--- src/rtl/dct_pkg.sv ---
package dct_pkg;

  localparam int REG_W       = 32;
  localparam int RFC_LSB     = 0;
  localparam int RFC_W       = 5;
  localparam int XSNR_LSB    = 8;
  localparam int XSNR_W      = 8;
  localparam int XSRD_LSB    = 16;
  localparam int XSRD_W      = 8;
  localparam int XP_LSB      = 24;
  localparam int XP_W        = 4;
  localparam int CNT_W       = 8;
  localparam int NUM_CNT     = 4;

  localparam logic [RFC_W-1:0]  RFC_RST  = 5'd8;
  localparam logic [XSNR_W-1:0] XSNR_RST = 8'd8;
  localparam logic [XSRD_W-1:0] XSRD_RST = 8'd200;
  localparam logic [XP_W-1:0]   XP_RST   = 4'd3;

  // counter slots
  localparam int SLOT_RFC  = 0;
  localparam int SLOT_XSNR = 1;
  localparam int SLOT_XSRD = 2;
  localparam int SLOT_XP   = 3;

  typedef enum logic [2:0] {
    CMD_NOP  = 3'd0,
    CMD_ACT  = 3'd1,
    CMD_RD   = 3'd2,
    CMD_WR   = 3'd3,
    CMD_PRE  = 3'd4,
    CMD_REF  = 3'd5,
    CMD_SREF = 3'd6,
    CMD_MRS  = 3'd7
  } cmd_e;

  typedef enum logic [1:0] {
    MEM_SDR    = 2'd0,
    MEM_DDR    = 2'd1,
    MEM_LPDDR1 = 2'd2,
    MEM_DDR2   = 2'd3
  } mem_e;

  typedef struct packed {
    logic [XP_W-1:0]   xp;
    logic [XSRD_W-1:0] xsrd;
    logic [XSNR_W-1:0] xsnr;
    logic [RFC_W-1:0]  rfc;
  } timing_t;

endpackage

--- src/rtl/dct_timing_reg.sv ---
module dct_timing_reg
  import dct_pkg::*;
(
  input  logic             clk,
  input  logic             rst_n,
  input  logic             wr_en,
  input  logic             wr_lock,
  input  logic [REG_W-1:0] wr_data,
  output logic [REG_W-1:0] rd_data,
  output timing_t          fields
);

  timing_t fld_q, fld_nxt;
  logic    wr_ok;

  assign wr_ok = wr_en & ~wr_lock;

  always_comb begin
    fld_nxt = fld_q;
    if (wr_ok) begin
      fld_nxt.rfc  = wr_data[RFC_LSB  +: RFC_W];
      fld_nxt.xsnr = wr_data[XSNR_LSB +: XSNR_W];
      fld_nxt.xsrd = wr_data[XSRD_LSB +: XSRD_W];
      fld_nxt.xp   = wr_data[XP_LSB   +: XP_W];
    end
  end

  always_ff @(posedge clk or negedge rst_n) begin
    if (!rst_n) begin
      fld_q.rfc  <= RFC_RST;
      fld_q.xsnr <= XSNR_RST;
      fld_q.xsrd <= XSRD_RST;
      fld_q.xp   <= XP_RST;
    end else if (wr_ok) begin
      fld_q <= fld_nxt;
    end
  end

  always_comb begin
    rd_data = '0;
    rd_data[RFC_LSB  +: RFC_W]  = fld_q.rfc;
    rd_data[XSNR_LSB +: XSNR_W] = fld_q.xsnr;
    rd_data[XSRD_LSB +: XSRD_W] = fld_q.xsrd;
    rd_data[XP_LSB   +: XP_W]   = fld_q.xp;
  end

  assign fields = fld_q;

endmodule

--- src/rtl/dct_delay_cnt.sv ---
module dct_delay_cnt #(
  parameter int W = 8
) (
  input  logic         clk,
  input  logic         rst_n,
  input  logic         load,
  input  logic [W-1:0] load_val,
  output logic         busy
);

  logic [W-1:0] cnt_q, cnt_nxt;
  logic         cnt_en;

  assign busy   = (cnt_q != '0);
  assign cnt_en = load | busy;

  always_comb begin
    if (load)      cnt_nxt = load_val;
    else if (busy) cnt_nxt = cnt_q - 1'b1;
    else           cnt_nxt = cnt_q;
  end

  always_ff @(posedge clk or negedge rst_n) begin
    if (!rst_n)      cnt_q <= '0;
    else if (cnt_en) cnt_q <= cnt_nxt;
  end

endmodule

--- src/rtl/dram_cmd_guard.sv ---
module dram_cmd_guard
  import dct_pkg::*;
(
  input  logic              clk,
  input  logic              rst_n,
  input  logic [1:0]        mem_kind,
  input  logic              req_valid,
  input  logic [2:0]        req_cmd,
  input  logic              cke,
  output logic              grant,
  input  logic              reg_wr_en,
  input  logic [REG_W-1:0]  reg_wr_data,
  input  logic              wr_lock,
  output logic [REG_W-1:0]  reg_rd_data
);

  timing_t fields;
  mem_e    mkind;
  cmd_e    cmd;

  logic                      cke_q;
  logic                      in_sref_q, in_sref_nxt;
  logic                      cke_rise;
  logic                      rd_own_rule, xp_rule;
  logic [NUM_CNT-1:0]        ld;
  logic [NUM_CNT-1:0]        busy;
  logic [NUM_CNT-1:0][CNT_W-1:0] ld_val;
  logic                      hold;

  assign mkind = mem_e'(mem_kind);
  assign cmd   = cmd_e'(req_cmd);

  dct_timing_reg u_treg (
    .clk     (clk),
    .rst_n   (rst_n),
    .wr_en   (reg_wr_en),
    .wr_lock (wr_lock),
    .wr_data (reg_wr_data),
    .rd_data (reg_rd_data),
    .fields  (fields)
  );

  assign cke_rise    = cke & ~cke_q;
  assign rd_own_rule = (mkind == MEM_DDR)    || (mkind == MEM_DDR2);
  assign xp_rule     = (mkind == MEM_LPDDR1) || (mkind == MEM_DDR2);

  // counter loads
  always_comb begin
    ld             = '0;
    ld_val         = '0;
    ld[SLOT_RFC]   = grant && (cmd == CMD_REF);
    ld[SLOT_XSNR]  = cke_rise & in_sref_q;
    ld[SLOT_XSRD]  = cke_rise & in_sref_q;
    ld[SLOT_XP]    = cke_rise & ~in_sref_q;
    ld_val[SLOT_RFC]  = CNT_W'(fields.rfc);
    ld_val[SLOT_XSNR] = CNT_W'(fields.xsnr);
    ld_val[SLOT_XSRD] = CNT_W'(fields.xsrd);
    ld_val[SLOT_XP]   = CNT_W'(fields.xp);
  end

  for (genvar gi = 0; gi < NUM_CNT; gi++) begin : g_cnt
    dct_delay_cnt #(.W(CNT_W)) u_cnt (
      .clk      (clk),
      .rst_n    (rst_n),
      .load     (ld[gi]),
      .load_val (ld_val[gi]),
      .busy     (busy[gi])
    );
  end

  // hold decision
  always_comb begin
    hold = ~cke | cke_rise;
    if (((cmd == CMD_ACT) || (cmd == CMD_REF)) && busy[SLOT_RFC]) hold = 1'b1;
    if (cmd == CMD_RD) begin
      if (rd_own_rule) begin
        if (busy[SLOT_XSRD]) hold = 1'b1;
      end else if (busy[SLOT_XSNR]) begin
        hold = 1'b1;
      end
    end else if (busy[SLOT_XSNR]) begin
      hold = 1'b1;
    end
    if (xp_rule && busy[SLOT_XP]) hold = 1'b1;
  end

  assign grant = req_valid & ~hold;

  always_comb begin
    in_sref_nxt = in_sref_q;
    if (cke_rise)                          in_sref_nxt = 1'b0;
    else if (grant && (cmd == CMD_SREF))   in_sref_nxt = 1'b1;
  end

  always_ff @(posedge clk or negedge rst_n) begin
    if (!rst_n) begin
      cke_q     <= 1'b1;
      in_sref_q <= 1'b0;
    end else begin
      cke_q     <= cke;
      in_sref_q <= in_sref_nxt;
    end
  end

endmodule

--- config.mk ---
export PLATFORM = sky130hd
export DESIGN_NAME = dram_cmd_guard
export DESIGN_NICKNAME = d
export VERILOG_FILES = /design/src/rtl/dct_pkg.sv /design/src/rtl/dct_timing_reg.sv /design/src/rtl/dct_delay_cnt.sv /design/src/rtl/dram_cmd_guard.sv
export SDC_FILE = /design/constraint.sdc
export NUM_CORES = 1
export LEC_CHECK = 0
export BUFFER_PORTS_ARGS = -buffer_cell sky130_fd_sc_hd__clkbuf_2
export CAP_MARGIN = 20
export CORE_MARGIN = 10
export CORE_UTILIZATION = 48
export CTS_CLUSTER_DIAMETER = 200
export DETAILED_ROUTE_END_ITERATION = 8
export PLACE_DENSITY = 0.82
export SLEW_MARGIN = 20
export SYNTH_ARGS = -nofsm -noshare
export SYNTH_HDL_FRONTEND = slang
export SYNTH_SLANG_ARGS = --single-unit
--- constraint.sdc ---
create_clock -name clk -period 2.1 [get_ports clk]
set_input_delay 0.105 -clock clk [delete_from_list [all_inputs] [get_ports clk]]
set_output_delay 0.105 -clock clk [all_outputs]
set_load 0.01 [all_outputs]
==> summary.md <==
| Metric | Value |
|---|---|
| Status | `finished with violations` |
| Failing checks | `negative setup slack` |
| Final hold vios | `0` |
| Final slew viol count | `0` |
| Peak Freq | `0.474 GHz` |
| Num CTS Buffers | `9` |
| Worst Hold Class | `in2reg` |
| DP Wirelength | `4960 um` |
| Setup TNS | `-0.0101 ns` |
| Final setup vio count | `1` |
| Met1 usage | `16.3%` |
| First-pass GRT wire length | `12400 um` |
| Post-synth top area share | `42.9%` |
| Final net count | `440` |
| Max_cap viols | `0` |
| Die X | `98.8 um` |
| Flops & latches, synth | `59` |
| Via count | `2391` |
| CP Max Fanout | `2` |
| Critical path capture point type | `output port` |
| Largest net degree at the start of global routing | `51` |
| 1st-iter DRT viols | `75` |
| Cell area after synthesis | `2980 um^2` |
| Worst skew pair latency | `0.34 ns` |
| Arr. time, crit path | `2.01 ns` |
| Initial antenna violation count | `0` |
| Post-synth top area cell | `dfrtp_1` |
| Fin Hold WS | `0.0157 ns` |
| Clk sinks | `59` |
| Layout fillers | `424` |
| GR Util met2 | `27.5%` |
| Initial Util | `50.0%` |
| M3 GR Usage | `5.24%` |
| Die area | `9750 um^2` |
| Slew @ Worst Pin | `0.634 ns` |
| Synth cell count leaders | `dfrtp_1 (51), mux2_2 (26), nand2_1 (20)` |
| CTS tree | `yes` |
| Warnings from Yosys | `0` |
| Most numerous cell in the Yosys netlist | `dfrtp_1` |
| IO Pins | `76` |
| Pleak | `1.94 nW` |
| Global routing's busiest layer | `met2` |
| Clock root buffer | `clkbuf_8` |
| Fraction of layout cells with a size suffix above 1 | `38.1%` |
| Post-synth ARST share | `100%` |
| Clock transition at path regs | `0.06 ns` |
| Placeable Area | `5960 um^2` |
| WP data required | `2.00 ns` |
| Post-route antenna net violation count | `0` |
| Detailed Route WL | `7220 um` |
| Predominant post-synthesis flop cell | `dfrtp_1` |
| Multi-input gate area | `1440 um^2` |
| CTS H-tree lvls | `3` |
| Register area | `1490 um^2` |
| Wirelength per Cell | `15.4 um` |
| Clock skew | `0.0140 ns` |
| Port bufs | `61` |
| RSZ-0062 raised after global routing | `yes` |
| Synth cell types | `37` |
| Vias in the first global route | `2678` |
| P&R area growth vs syn | `36.3%` |
| Die Height | `98.8 um` |
| Core Util, Final | `68.1%` |
| Design Area, Final | `4060 um^2` |
| DRC Markers | `0` |
| Syn Inst Count | `275` |
| Max IR drop VDD | `695 uV` |
| Pwr dens | `782 nW/um^2` |
| Top cells by area, synth | `dfrtp_1 (43%), mux2_2 (9.8%), dfstp_2 (7.1%)` |
| Antenna Diode Count | `0` |
| Placed inst area | `3510 um^2` |
| Detailed Routing Iterations Pass 1 | `4` |
| Register area share after synthesis | `49.9%` |
| CP Class | `reg2out` |
| R2r setup slk | `0.02 ns` |
| Worst setup margin | `-0.0101 ns` |
| Post-synth EDFFs | `0` |
| Placer Congestion | `0.818` |
| Number of vias per cell | `5.10` |
| Startpoint Class | `flip-flop` |
| Crit share post-route | `100%` |
| Max clock buf depth | `2` |
| Row Count | `28` |
| GRT Total Usage | `15.4%` |
| Fin crit period | `2.11 ns` |
| Syn avg cell area | `10.8 um^2` |
| Max_slew headroom | `57.6%` |
| Congestion Overflow GR | `0` |
## report_power, final
part / internal [mW] / total (mW) / switching (mW)
Sequential: 1.29 / 1.42 / 0.123
Clock: 0.644 / 1.06 / 0.416
Combinational: 0.355 / 0.694 / 0.340
Total: 2.29 / 3.17 / 0.879
## registers in the layout (all words and copies together) (netlist names)
register and flops:
g_cnt.u_cnt.cnt_q 32, u_treg.fields 25, cke_q 1, in_sref_q 1
## layer usage
layer  vias to the layer above  part of all wire (%)
met1                      1139                    39
li1                       1177                     -
met3                        10                   5.7
met5                         -                     0
met4                         0                   1.7
met2                        65                    54
## worst paths after layout
path / start / end / depth (start not counted)
worst max-delay path: g_cnt[0].u_cnt.cnt_q[4] / grant / 6
worst min-delay path: reg_wr_data[24] / u_treg.fields[21] / 2
worst max register to register: g_cnt[0].u_cnt.cnt_q[4] / g_cnt[0].u_cnt.cnt_q[1] / 5
worst min register to register: g_cnt[0].u_cnt.cnt_q[7] / g_cnt[0].u_cnt.cnt_q[7] / 1
max in group asynchronous: rst_n / cke_q / 3
min in group asynchronous: rst_n / u_treg.fields[1] / 2
## layout by cell type, fill, tap and decap left out, types with 2 or more instances in the layout
master / n
o21ai_0: 9
nand2b_1: 5
mux2i_1: 10
buf_4: 24
xnor2_1: 10
nand2_1: 20
nand3b_1: 4
clkbuf_8: 12
a22o_2: 3
mux2_2: 24
nor4_1: 2
conb_1: 7
xor2_1: 8
dfrtp_1: 51
or3_1: 7
dfstp_2: 8
nor3_1: 6
ha_1: 8
dlygate4sd3_1: 25
nor4_2: 2
mux2_4: 2
a21oi_1: 18
nor4b_1: 2
nand3_1: 2
clkbuf_2: 60
o22ai_1: 3
inv_1: 17
clkbuf_1: 2
nor3b_4: 2
nor2_1: 19
a2111oi_0: 3
## cell type report
class | count | area share (%)
clock inverters | 2 | 0.864
well taps | 75 | 2.31
inverters | 17 | 1.57
multi-input cells | 190 | 35.4
flip-flops and latches | 59 | 36.6
clock buffers | 14 | 4.26
repair buffers | 112 | 18.9
## per-stage QoR
step	total power [mW]	instances	worst slack, ns
after floorplan	1.82	281	-0.0556
after global routing	3.37	469	-0.113
final	3.17	469	-0.0101
after detailed placement	2.09	423	-0.0554
after global placement	2.05	423	-0.00576
after CTS	3.20	468	-0.0273
## cells by family after synthesis
| kind of cell | Yosys count | share of synthesized area, % |
|---|---|---|
| adders and majority gates | 8 | 3.36 |
| AOI/OAI and AO/OA | 43 | 9.63 |
| muxes | 36 | 13.2 |
| other | 1 | 0.126 |
| xor gates and xnor gates | 18 | 5.30 |
| buffers and inverters | 32 | 4.96 |
| and+or+nand+nor | 78 | 13.5 |
| DFF | 59 | 49.9 |
## worst max-delay path: stages, from the launching register on
cell	delay [ns]
dfrtp_1	0.38
or4_4	0.54
buf_6	0.14
nor3_4	0.14
nor2_1	0.08
a2111oi_2	0.19
buf_2	0.21
## timing repair
action | 4_1_cts | 5_1_grt
pin swaps | 3 | 0
endpoints found under the setup margin | 3 | 6
hold buffers | 25 | 0
hold endpoints to repair | 77 | 0
setup buffers | 4 | 1
resized for setup | 8 | 4
(Power assumes the default switching activity.)
